==> config.mk <==
export PLATFORM = sky130hd
export DESIGN_NAME = lowside_fault_keeper
export DESIGN_NICKNAME = d
export VERILOG_FILES = /design/src/rtl/lsf_pkg.sv /design/src/rtl/lsf_sync.sv /design/src/rtl/lsf_edge.sv /design/src/rtl/lsf_chan.sv /design/src/rtl/lowside_fault_keeper.sv
export SDC_FILE = /design/constraint.sdc
export NUM_CORES = 1
export LEC_CHECK = 0
export CAP_MARGIN = 20
export CORE_ASPECT_RATIO = 0.7
export CORE_MARGIN = 10
export CORE_UTILIZATION = 54
export DETAILED_ROUTE_END_ITERATION = 10
export PLACE_DENSITY = 0.88
export SETUP_SLACK_MARGIN = 0.02
export SYNTH_ARGS = -nofsm -noshare
export SYNTH_HDL_FRONTEND = slang
export SYNTH_SLANG_ARGS = --single-unit
==> constraint.sdc <==
create_clock -name clk -period 1.35 [get_ports clk]
set_input_delay 0.135 -clock clk [delete_from_list [all_inputs] [get_ports clk]]
set_output_delay 0.135 -clock clk [all_outputs]
set_load 0.05 [all_outputs]
==> src/rtl/lsf_pkg.sv <==
package lsf_pkg;

    typedef enum logic [1:0] {
        CH_IDLE  = 2'd0,
        CH_DRIVE = 2'd1,
        CH_TRIP  = 2'd2
    } ch_state_e;

endpackage

==> src/rtl/lsf_sync.sv <==
module lsf_sync #(
    parameter int W      = 1,
    parameter int STAGES = 2
) (
    input  logic         clk,
    input  logic         rst_n,
    input  logic [W-1:0] d,
    output logic [W-1:0] q
);

    logic [W-1:0] pipe [STAGES];

    // Stage 0 takes the raw input; each later stage copies the one before it.
    always_ff @(posedge clk or negedge rst_n) begin
        if (!rst_n) begin
            for (int s = 0; s < STAGES; s++) begin
                pipe[s] <= '0;
            end
        end else begin
            pipe[0] <= d;
            for (int s = 1; s < STAGES; s++) begin
                pipe[s] <= pipe[s-1];
            end
        end
    end

    assign q = pipe[STAGES-1];

endmodule

==> src/rtl/lsf_edge.sv <==
module lsf_edge #(
    parameter int W = 1
) (
    input  logic         clk,
    input  logic         rst_n,
    input  logic [W-1:0] lvl,
    output logic [W-1:0] rise,
    output logic [W-1:0] fall
);

    logic [W-1:0] lvl_d;

    // One-cycle delayed copy of the level, compared against the current level.
    always_ff @(posedge clk or negedge rst_n) begin
        if (!rst_n) begin
            lvl_d <= '0;
        end else begin
            lvl_d <= lvl;
        end
    end

    assign rise = lvl & ~lvl_d;
    assign fall = ~lvl & lvl_d;

endmodule

==> src/rtl/lsf_chan.sv <==
module lsf_chan
    import lsf_pkg::*;
(
    input  logic clk,
    input  logic rst_n,
    input  logic pwr_ok,
    input  logic cmd_lvl,
    input  logic cmd_rise,
    input  logic cmd_fall,
    input  logic ot_lvl,
    input  logic ol_lvl,
    output logic gate_en,
    output logic ot_flag,
    output logic ol_flag
);

    ch_state_e state, state_n;
    logic      gate_q;
    logic      ol_q;

    // Next-state logic.
    always_comb begin
        state_n = state;
        unique case (state)
            CH_IDLE: begin
                if (ot_lvl) begin
                    state_n = CH_TRIP;          // heat trip
                end else if (cmd_lvl) begin
                    state_n = CH_DRIVE;         // switch on
                end
            end
            CH_DRIVE: begin
                if (ot_lvl) begin
                    state_n = CH_TRIP;          // heat trip
                end else if (!cmd_lvl) begin
                    state_n = CH_IDLE;          // switch off
                end
            end
            CH_TRIP: begin
                if (cmd_rise && !ot_lvl) begin
                    state_n = CH_DRIVE;         // re-arm
                end                             // else hold or re-trip
            end
            default: state_n = CH_IDLE;
        endcase
    end

    // State register.
    always_ff @(posedge clk or negedge rst_n) begin
        if (!rst_n) begin
            state <= CH_IDLE;
        end else begin
            state <= state_n;
        end
    end

    // Output register: gate enable and open-load flag.
    always_ff @(posedge clk or negedge rst_n) begin
        if (!rst_n) begin
            gate_q <= 1'b0;
            ol_q   <= 1'b0;
        end else begin
            gate_q <= (state_n == CH_DRIVE) && pwr_ok;
            if (cmd_fall) begin
                ol_q <= 1'b0;
            end else if (ol_lvl && !cmd_lvl) begin
                ol_q <= 1'b1;
            end
        end
    end

    assign gate_en = gate_q;
    assign ot_flag = (state == CH_TRIP);
    assign ol_flag = ol_q;

    // an overheating indication always leads to the trip state.
    a_r1_heat_trips: assert property (@(posedge clk) disable iff (!rst_n)
        ot_lvl |=> (state == CH_TRIP));

    // a tripped channel never drives its gate.
    a_r2_trip_gate_off: assert property (@(posedge clk) disable iff (!rst_n)
        (state == CH_TRIP) |-> !gate_q);

    // without a rising command edge the trip latch holds.
    a_r2_trip_holds: assert property (@(posedge clk) disable iff (!rst_n)
        ((state == CH_TRIP) && !cmd_rise) |=> (state == CH_TRIP));

    // a rising edge during persisting overheating does not release.
    a_r4_retrip: assert property (@(posedge clk) disable iff (!rst_n)
        ((state == CH_TRIP) && ot_lvl) |=> (state == CH_TRIP));

    // the open-load flag only rises after a cycle with the command off.
    a_r5_ol_set_when_off: assert property (@(posedge clk) disable iff (!rst_n)
        $rose(ol_q) |-> $past(!cmd_lvl));

    // a falling command edge clears the open-load flag.
    a_r6_ol_clear_on_fall: assert property (@(posedge clk) disable iff (!rst_n)
        cmd_fall |=> !ol_q);

    // a low supply turns the gate off at the next edge.
    a_r9_supply_off: assert property (@(posedge clk) disable iff (!rst_n)
        !pwr_ok |=> !gate_q);

endmodule

==> src/rtl/lowside_fault_keeper.sv <==
module lowside_fault_keeper #(
    parameter int NCH         = 4,
    parameter int SYNC_STAGES = 2
) (
    input  logic             clk,
    input  logic             rst_n,
    input  logic             supply_ok,
    input  logic [NCH-1:0]   chan_cmd,
    input  logic [NCH-1:0]   ot_sense,
    input  logic [NCH-1:0]   ol_sense,
    output logic [NCH-1:0]   gate_en,
    output logic [2*NCH-1:0] fault_flags
);

    localparam int FLAG_W = 2 * NCH;

    logic [NCH-1:0]    cmd_s, ot_s, ol_s;
    logic [NCH-1:0]    cmd_rise, cmd_fall;
    logic [NCH-1:0]    ot_flag, ol_flag;
    logic [FLAG_W-1:0] flags_w;

    lsf_sync #(.W(NCH), .STAGES(SYNC_STAGES)) u_sync_cmd (
        .clk(clk), .rst_n(rst_n), .d(chan_cmd), .q(cmd_s)
    );
    lsf_sync #(.W(NCH), .STAGES(SYNC_STAGES)) u_sync_ot (
        .clk(clk), .rst_n(rst_n), .d(ot_sense), .q(ot_s)
    );
    lsf_sync #(.W(NCH), .STAGES(SYNC_STAGES)) u_sync_ol (
        .clk(clk), .rst_n(rst_n), .d(ol_sense), .q(ol_s)
    );

    lsf_edge #(.W(NCH)) u_cmd_edge (
        .clk(clk), .rst_n(rst_n), .lvl(cmd_s), .rise(cmd_rise), .fall(cmd_fall)
    );

    for (genvar i = 0; i < NCH; i++) begin : g_chan
        lsf_chan u_chan (
            .clk      (clk),
            .rst_n    (rst_n),
            .pwr_ok   (supply_ok),
            .cmd_lvl  (cmd_s[i]),
            .cmd_rise (cmd_rise[i]),
            .cmd_fall (cmd_fall[i]),
            .ot_lvl   (ot_s[i]),
            .ol_lvl   (ol_s[i]),
            .gate_en  (gate_en[i]),
            .ot_flag  (ot_flag[i]),
            .ol_flag  (ol_flag[i])
        );
    end

    // Thermal flags in the low half, open-load flags in the high half.
    assign flags_w     = {ol_flag, ot_flag};
    assign fault_flags = flags_w;

    // a low supply leaves every gate off one edge later.
    a_r9_all_gates_off: assert property (@(posedge clk) disable iff (!rst_n)
        !supply_ok |=> (gate_en == '0));

    // a set open-load flag never holds a gate off while its command stays high.
    a_r7_ol_no_block: assert property (@(posedge clk) disable iff (!rst_n)
        (supply_ok && ot_flag == '0 && ot_s == '0 && $stable(cmd_s) && $stable(supply_ok))
            |-> (gate_en == cmd_s));

endmodule

# --- Word-level counts from Yosys, hierarchy flattened ---
# Cells that the tools add are included.
word_totals:
  in_bits: 15
  elab_cells: 95
  register_bits: 44
  out_inout_bits: 12
op_classes:
  muxes: 32
  n_bitwise: 4
  n_eq_ne: 12
  reduce_logical: 28
ops:
  columns: ["op", "n"]
  rows:
  - ["2-bit two-way mux", 20]
  - ["2-bit case mux with 3 select lines", 4]
  - ["2-bit by 1-bit equality test with 1-bit output, second input constant", 8]
  - ["1-bit logical AND", 12]
  - ["4-bit AND", 2]
  - ["2-bit equality test, second input constant", 4]
  - ["1-bit zero test", 8]
  - ["2-bit zero test", 4]
  - ["1-bit two-way mux", 8]
  - ["4-bit NOT", 2]
  - ["2-bit nonzero test", 4]

# --- Logic depth before layout (Yosys ltp) ---
# Gate-level depths: netlist of run 1.
logic_depth:
  depth_word: 7
  mapped_depth: 2
  depth_no_buf: 2

# --- Cells and area by module ---
# A second synthesis of run 1 with hierarchy kept.
unflattened:
  hier_cells: 108
  area_unflattened_um2: 1531.5
by_module_without_submodules:
  columns: ["module", "seq_area_each_um2", "cells_each", "area_each_um2", "instances"]
  rows:
  - ["lsf_sync", 200.2, 12, 230.2, 3]
  - ["lsf_chan", 100.1, 15, 167.7, 4]
  - ["lsf_edge", 100.1, 12, 170.2, 1]

# --- Worst setup path after synthesis of run 1 ---
# OpenSTA, ideal clock, no wires.
synth_timing:
  kind: "register -> output"
  start: "reg g_chan[0].u_chan.state[1]"
  end: "out fault_flags[0]"
  path_slack_ns: 0.475
  n_path_buf: 1
  required_ns: 1.215
  stages_incl_launch_ff: 3
  arrival_ns: 0.740
  path_cell_list: "dfrtp_1 and2b_2 buf_4"
synth_via:
  elab_chain_len: 1
synth_lines:
  columns: ["element", "line_no", "text"]
  rows:
  - ["start, declared", "lsf_chan.sv:17", "ch_state_e state, state_n;"]
  - ["start signal, assigned", "lsf_chan.sv:53", "state <= state_n;"]
  - ["2-bit equality test", "lsf_chan.sv:73", "assign ot_flag = (state == CH_TRIP);"]
  - ["end, declared", "lowside_fault_keeper.sv:12", "output logic [2*NCH-1:0] fault_flags"]
# No other way between the ends.

# --- Worst setup path after layout of run 1 ---
layout_timing:
  start: "reg g_chan[1].u_chan.state[1]"
  end: "out fault_flags[1]"
layout_via:
  elab_chain_len: 1
layout_lines:
  columns: ["element", "line_no"]
  rows:
  - ["start, declared", "lsf_chan.sv:17"]
  - ["start signal, assigned", "lsf_chan.sv:53"]
  - ["2-bit equality test", "lsf_chan.sv:73"]
# No other way between the ends.

==> impl_results.md, run 1 <==
* Result of the run: finished clean
* Largest cells by area after synthesis: sky130_fd_sc_hd__dfrtp_1 75%, sky130_fd_sc_hd__buf_4 6.2%, sky130_fd_sc_hd__nor3b_1 3.1%, sky130_fd_sc_hd__a2bb2oi_1 2.4%, sky130_fd_sc_hd__a211oi_1 2.1%
* Unrepaired setup endpoints after global routing: no
* Flops & latches, synth at between 40 and 50
* Worst slew margin relative to its limit at between 60% and 70%
* Total count of hold-check failures in the final report at 0
* Final GP Congestion at approximately 0.66
* Crit path kind: reg2out
* Final period util at roughly 93%
* Sequential-to-total area share from yosys stat at between 70% and 80%
* Die width at 82.2 um
* Multi-input gate area in the final layout at 256 um^2
* ANT nets after route at 0
* Area share of the leading cell type in the synthesized netlist at roughly three quarters
* Number of ports placed on the die boundary at 27
* Netlist area before placement at around 0.0015 mm^2
* Proportion of layout cells with a drive suffix above 1 at 19.0%
* Number of buffers created by CTS at 5
* Count of antenna diodes in the layout at 0
* Number of placement rows at 15
* Lkg Pwr at around 0.9 nW
* Sort of element at the end of the critical path: primary output
* Y dimension of the die at around 64 um
* TritonCTS clock tree: built
* Class of the worst hold path: in2reg
* Maximum achievable frequency at ~0.80 GHz
* Root cell of the clock tree: sky130_fd_sc_hd__clkbuf_8
* Number of optimization iterations in the first detailed-route pass at 3
* Leading cell type in the layout, fill and taps excluded: sky130_fd_sc_hd__dfrtp_1
* Port Buffer Count at 26
* Synth-to-layout area growth at 33.3%
* Average size of a mapped cell at roughly 15 um^2
* Total negative slack for setup checks at 0 ns
* Most area-hungry cell type in the Yosys netlist: sky130_fd_sc_hd__dfrtp_1
* Total Wirelength at around 2600 um
* CTS Buffer Depth at 2
* Global routing usage summed across all routing layers at about 11%
* Vias per cell at a little over 5
* Worst clock skew at approximately 0.0082 ns
* Number of gates resized after CTS at 0
* Residual overflow from global routing at 0
* Clock latency of the later-clocked register in the worst-skew pair at around 0.29 ns
* Initial antenna violation count at 0
* Average wire length per cell after detail routing at about 16 um
* Min Tclk post-route at 1.25 ns
* FF+latch area at between 0.001 and 0.0015 mm^2
* Worst setup timing slack at the placement stage at 0.312 ns
* Number of violations of the max-capacitance limit at 0
* Clock-pin slew on the worst setup and hold paths at 0.08 ns
* Number of global-route vias before repair at between 900 and 1000
* Number of H-tree branching levels at 2
* Drt initial violations at 36
* Detailed placer's ending HPWL at around 1900 um
* Total of warnings raised by yosys at 0
* Power density cells at roughly 1600 mW/mm^2
* Leading cell types in the layout, fill and taps excluded: 44 x sky130_fd_sc_hd__dfrtp_1, 13 x sky130_fd_sc_hd__clkdlybuf4s50_1, 13 x sky130_fd_sc_hd__buf_12, 6 x sky130_fd_sc_hd__nor3b_1, 5 x sky130_fd_sc_hd__clkbuf_8
* Fill cells at 147
* Maximum vdd ir drop at roughly 1.3 mV
* Global-route wire length before repair at about 4400 um
* Die area at between 0.005 and 0.006 mm^2
* Final slew viol count at 0
* Setup-violating endpoint count in the final report at 0
* Layout Nets at between 100 and 150
* Worst Tran Pin Value at ~0.49 ns
* Data required time at the worst endpoint at 1.22 ns
* Starting Density at around 58%
* Maximum fanout along the worst path at 4
* Number of clock sinks at 44
* Pin count of the biggest net entering global routing at 24
* Worst Path Arrival at between 1 and 1.5 ns
* Via count of the routed design at 790
* Number of remaining DRC errors at 0
* Post-synth net total at about 110
* Number of instances in the synthesized netlist at just under 100
* Kind of start point of the critical path: flop
* Unique masters post-synth at 15
* Smallest setup slack after layout at 0.0952 ns
* Core outline area at about 0.0025 mm^2
## flip-flops by register name (all words and copies together) (netlist names)
| register | cells |
|---|---|
| g_chan.u_chan.gate_en | 4 |
| g_chan.u_chan.ol_flag | 4 |
| g_chan.u_chan.state | 8 |
| u_cmd_edge.lvl_d | 4 |
| u_sync_cmd.pipe | 4 |
| u_sync_cmd.q | 4 |
| u_sync_ol.pipe | 4 |
| u_sync_ol.q | 4 |
| u_sync_ot.pipe | 4 |
| u_sync_ot.q | 4 |
## synthesized netlist by cell type (all sizes together)
master	n
a211oi	4
nor2b	3
o21ai	2
and4b	2
buf	12
nor2	4
nand2	2
and2b	5
nor3	4
nor3b	6
inv	4
o21a	2
a2bb2oi	4
dfrtp	44
## where the power goes
group	leakage, nW	total (mW)	switching (mW)	internal (mW)
logic	0.289	0.476	0.235	0.241
registers	0.526	1.47	0.0715	1.40
clock network	0.0642	1.12	0.388	0.727
## final cells by class
class / count / share of cell area (%)
clock inverter: 2 / 3.08
clock buffer: 5 / 3.53
timing repair buffer: 28 / 20.8
sequential: 44 / 56.5
multi-input combinational: 38 / 13.2
tap: 34 / 2.18
inverter: 4 / 0.770
## cell families after synthesis
family / after synthesis / share of synthesized area [%]
DFF: 44 / 75.3
and+or+nand+nor: 26 / 11.4
buffers and inverters: 16 / 7.19
AOI/OAI and AO/OA: 12 / 6.16
## worst max-delay path, cell delays in order (launching register included)
cell	delay [ns]
sky130_fd_sc_hd__dfrtp_1	0.38
sky130_fd_sc_hd__nor2b_1	0.28
sky130_fd_sc_hd__buf_12	0.18
## per-layer routing
layer	vias to the layer above	track usage [%]	part of all wire [%]
met3	9	5.10	7.0
met2	25	18.4	54
met5	-	0	0
met1	398	11.0	36
li1	358	-	-
met4	0	6.14	2.8
## final timing paths
check / startpoint / endpoint / slack, ns / depth (start not counted)
hold / removal: chan_cmd[3] / u_sync_cmd.pipe[7] / 0.28 / 1
hold reg to reg: u_sync_ot.pipe[6] / u_sync_ot.q[2] / 0.35 / 0
max in group asynchronous: rst_n / u_sync_ot.pipe[5] / 0.52 / 3
min in group asynchronous: rst_n / g_chan[0].u_chan.state[1] / 0.34 / 2
setup / recovery: g_chan[1].u_chan.state[1] / fault_flags[1] / 0.1 / 2
setup reg to reg: g_chan[0].u_chan.state[0] / g_chan[0].u_chan.gate_en / 0.41 / 2
## stage by stage
stage                     hold slack, ns  power (mW)  area (um^2)  cells  util [%]
after global routing               0.270        3.19         1950    155      77.5
final                              0.281        3.07         1950    155      77.5
after floorplan                   -0.161        1.75         1460     98         -
after detailed placement           0.121        1.98         1810    147      72.0
after global placement             0.115        1.96         1810    147      72.0
after CTS                          0.275        3.10         1950    155      77.5
## timing repair
item,in CTS,in global routing
hold buffers,1,0
buffers inserted,0,0
hold endpoints to repair,21,0
(Power assumes the default switching activity.)
==> run 2, diff against run 1 <==
--- a/config.mk
+++ b/config.mk
@@ -12,6 +12,7 @@
 export DETAILED_ROUTE_END_ITERATION = 10
 export PLACE_DENSITY = 0.88
 export SETUP_SLACK_MARGIN = 0.02
+export SLEW_MARGIN = 20
 export SYNTH_ARGS = -nofsm -noshare
 export SYNTH_HDL_FRONTEND = slang
 export SYNTH_SLANG_ARGS = --single-unit
==> results of run 2 <==
No change in the layout: final DEF, timing and power equal those of run 1.
==> run 3, diff against run 2 <==
--- a/config.mk
+++ b/config.mk
@@ -10,6 +10,7 @@
 export CORE_MARGIN = 10
 export CORE_UTILIZATION = 54
 export DETAILED_ROUTE_END_ITERATION = 10
+export GPL_TIMING_DRIVEN = 0
 export PLACE_DENSITY = 0.88
 export SETUP_SLACK_MARGIN = 0.02
 export SLEW_MARGIN = 20
==> run 3 against run 2 <==
  * Sequential cell count stayed put
  * Via count grew 2.8%
  * Critical path type unchanged
  * Die area unchanged
  * Critical endpoint is now fault_flags[3]
  * Utilization down 0.70 points
  * Sequential power is essentially flat
  * Fmax is 1.8% lower
  * Worst setup slack worse by 0.023 ns
  * Global-route usage is 1.5 points lower
  * Register-to-register slack better by 0.03 ns
  * Hold slack worse by 0.0053 ns
  * Final area shrank 0.90%
==> impl_results.md, run 3 (synthesized netlist as in run 1, its figures left out) <==
* Worst setup timing slack at the placement stage at -0.245 ns (was 0.312 ns)
* Unrepaired setup endpoints after global routing: no (unchanged)
* Power density cells at 1470 mW/mm^2 (was 1570 mW/mm^2)
* Via count of the routed design at 812 (was 790)
* Top register by number of flip-flops: g_chan.u_chan.state (unchanged)
* Setup-violating endpoint count in the final report at 0 (unchanged)
* Result of the run: finished clean (unchanged)
* Number of buffers created by CTS at 5 (unchanged)
* Drt initial violations at 34 (was 36)
* Number of ports placed on the die boundary at 27 (unchanged)
* Lkg Pwr at 0.893 nW (was 0.879 nW)
* Initial antenna violation count at 0 (unchanged)
* Worst slew margin relative to its limit at 79.1% (was 67.3%)
* Worst Path Arrival at 1.14 ns (was 1.12 ns)
* Total Wirelength at 2300 um (was 2550 um)
* Fill cells at 165 (was 147)
* Number of clock sinks at 44 (unchanged)
* Total net switching power at 0.681 mW (was 0.694 mW)
* Final slew viol count at 0 (unchanged)
* Average wire length per cell after detail routing at 13.4 um (was 16.5 um)
* Maximum achievable frequency at 0.782 GHz (was 0.797 GHz)
* Count of non-filler cells in the finished layout at 171 (was 155)
* Flip-flop count of the largest register after layout at 8 (unchanged)
* Combinational Power Share at 15.9% (was 15.5%)
* Total count of hold-check failures in the final report at 0 (unchanged)
* Global routing usage summed across all routing layers at 9.55% (was 11.1%)
* Count of antenna diodes in the layout at 0 (unchanged)
* CTS Buffer Depth at 2 (unchanged)
* Core outline area at 0.00251 mm^2 (unchanged)
* Die width at 82.2 um (unchanged)
* Die area at 0.00522 mm^2 (unchanged)
* Number of optimization iterations in the first detailed-route pass at 3 (unchanged)
* Proportion of layout cells with a drive suffix above 1 at 27.7% (was 19.0%)
* Smallest setup slack after layout at 0.0719 ns (was 0.0952 ns)
* Global-route wire length before repair at 3800 um (was 4380 um)
* Worst clock skew at 0.00763 ns (was 0.00825 ns)
* Sequential share of power at 51.1% (was 48.1%)
* Int Pwr at 2.16 mW (was 2.37 mW)
* Placed cells at 159 (was 147)
* Number of remaining DRC errors at 0 (unchanged)
* Y dimension of the die at 63.5 um (unchanged)
* Port Buffer Count at 26 (unchanged)
* Root cell of the clock tree: sky130_fd_sc_hd__clkbuf_8 (unchanged)
* ANT nets after route at 0 (unchanged)
* Kind of start point of the critical path: flop (unchanged)
* Clock-pin slew on the worst setup and hold paths at 0.08 ns (about the same)
* Met3 GRT Util at 5.24% (was 5.10%)
* Clock power frac at 33.0% (was 36.4%)
* Leading cell types in the layout, fill and taps excluded: 44 x sky130_fd_sc_hd__dfrtp_1, 16 x sky130_fd_sc_hd__buf_4, 13 x sky130_fd_sc_hd__clkdlybuf4s50_1, 8 x sky130_fd_sc_hd__clkdlybuf4s15_2, 6 x sky130_fd_sc_hd__nor3b_1 (was 44 x sky130_fd_sc_hd__dfrtp_1, 13 x sky130_fd_sc_hd__clkdlybuf4s50_1, 13 x sky130_fd_sc_hd__buf_12, 6 x sky130_fd_sc_hd__nor3b_1, 5 x sky130_fd_sc_hd__clkbuf_8)
* Maximum fanout along the worst path at 3 (was 4)
* Maximum vdd ir drop at 1.13 mV (was 1.29 mV)
* Layout Nets at 151 (was 136)
* Sort of element at the end of the critical path: primary output (unchanged)
* GR Layer Usage met2 at 16.0% (was 18.4%)
* Top Usage Layer GRT: met2 (unchanged)
* Number of H-tree branching levels at 2 (unchanged)
* Worst reg-to-reg setup slack at 0.44 ns (was 0.41 ns)
* Number of placement rows at 15 (unchanged)
* Final period util at 94.7% (was 92.9%)
* Number of global-route vias before repair at 902 (was 932)
* Beginning of the worst register-to-register path: g_chan[0].u_chan.state[1] (was g_chan[0].u_chan.state[0])
* FF+latch area at 0.00110 mm^2 (unchanged)
* Class of the worst hold path: in2async (was in2reg)
* Detailed placer's ending HPWL at 1680 um (was 1890 um)
* Finished Core Util at 76.8% (was 77.5%)
* Residual overflow from global routing at 0 (unchanged)
* TritonCTS clock tree: built (unchanged)
* Switching share of total power at 23.9% (was 22.6%)
* Starting Density at 58.2% (unchanged)
* Count of cells along the worst register-to-register path at 3 (was 2)
* Total negative slack for setup checks at 0 ns (unchanged)
* Vias per cell at 4.75 (was 5.10)
* Data required time at the worst endpoint at 1.22 ns (about the same)
* Final GP Congestion at 0.715 (was 0.660)
* Min Tclk post-route at 1.28 ns (was 1.25 ns)
* Worst Tran Pin Value at 0.313 ns (was 0.491 ns)
* Number of violations of the max-capacitance limit at 0 (unchanged)
* Pin count of the biggest net entering global routing at 33 (was 24)
* Met1 track utilization from global routing at 8.77% (was 11.0%)
* Worst flop-to-flop path endpoint: g_chan[0].u_chan.gate_en (unchanged)
* Clock latency of the later-clocked register in the worst-skew pair at 0.28 ns (was 0.29 ns)
* Leading cell type in the layout, fill and taps excluded: sky130_fd_sc_hd__dfrtp_1 (unchanged)
* Crit path kind: reg2out (unchanged)
* Multi-input gate area in the final layout at 256 um^2 (unchanged)
* Synth-to-layout area growth at 32.1% (was 33.3%)
run 3: cell count changes in the layout (fill, tap and decap cells not counted):
cell,before,now
sky130_fd_sc_hd__buf_12,13,1
sky130_fd_sc_hd__buf_4,0,16
sky130_fd_sc_hd__buf_6,0,3
sky130_fd_sc_hd__bufinv_16,2,1
sky130_fd_sc_hd__clkbuf_1,0,1
sky130_fd_sc_hd__clkdlybuf4s15_2,0,8
sky130_fd_sc_hd__clkinv_2,0,1
run 3: power by group through the flow:
stage	Combinational [mW]	Clock, mW	Sequential, mW
after global placement	0.421	0	1.48
after floorplan	0.277	0	1.47
after detailed placement	0.437	0	1.48
after CTS	0.429	0.966	1.46
after global routing	0.482	1.03	1.46
final	0.452	0.939	1.46
run 3: layer usage:
metal  wire length [um]  vias to the layer above
met5                  0                        -
li1                   -                      392
met4                 26                        0
met1                890                      395
met2               1180                       21
met3                205                        4
run 3: worst max path at each step:
stage | startpoint | end | slack, ns | depth (start not counted)
floorplan | g_chan[0].u_chan.state[1] | fault_flags[0] | 0.47 | 2
global placement | rst_n | u_sync_ol.pipe[5] | -0.87 | 1
detailed placement | g_chan[3].u_chan.state[0] | fault_flags[3] | -0.25 | 3
CTS | g_chan[0].u_chan.state[1] | fault_flags[0] | 0.02 | 3
global route | g_chan[3].u_chan.state[0] | fault_flags[3] | 0.02 | 3
finish | g_chan[3].u_chan.state[0] | fault_flags[3] | 0.07 | 3
run 3: area by class of cell:
| type | instances | share of cell area [%] |
|---|---|---|
| Buffer | 12 | 4.66 |
| Sequential cell | 44 | 57.0 |
| Clock inverter | 2 | 1.81 |
| Multi-Input combinational cell | 38 | 13.3 |
| Clock buffer | 6 | 3.76 |
| Tap cell | 34 | 2.20 |
| Timing Repair Buffer | 31 | 16.5 |
| Inverter | 4 | 0.777 |
run 3: timing repair:
item | in CTS | in global routing
buffers inserted | 0 | 3
setup endpoints to repair | 12 | 4
resized for setup | 48 | 4
hold buffers | 1 | 0
endpoints found under the hold margin | 12 | 0
run 3: per-stage QoR:
step / cell area (um^2) / power, mW / hold WS, ns
6_report: 1930 / 2.85 / 0.276
4_1_cts: 1900 / 2.85 / 0.267
3_5_place_dp: 1780 / 1.92 / 0.0435
5_1_grt: 1930 / 2.98 / 0.274
2_1_floorplan: 1460 / 1.75 / -0.161
3_3_place_gp: 1770 / 1.90 / 0.332
run 3: worst max-delay path, stage by stage (launching register included):
cell,delay (ns)
sky130_fd_sc_hd__dfrtp_1,0.37
sky130_fd_sc_hd__and2b_2,0.22
sky130_fd_sc_hd__buf_4,0.12
sky130_fd_sc_hd__buf_6,0.14
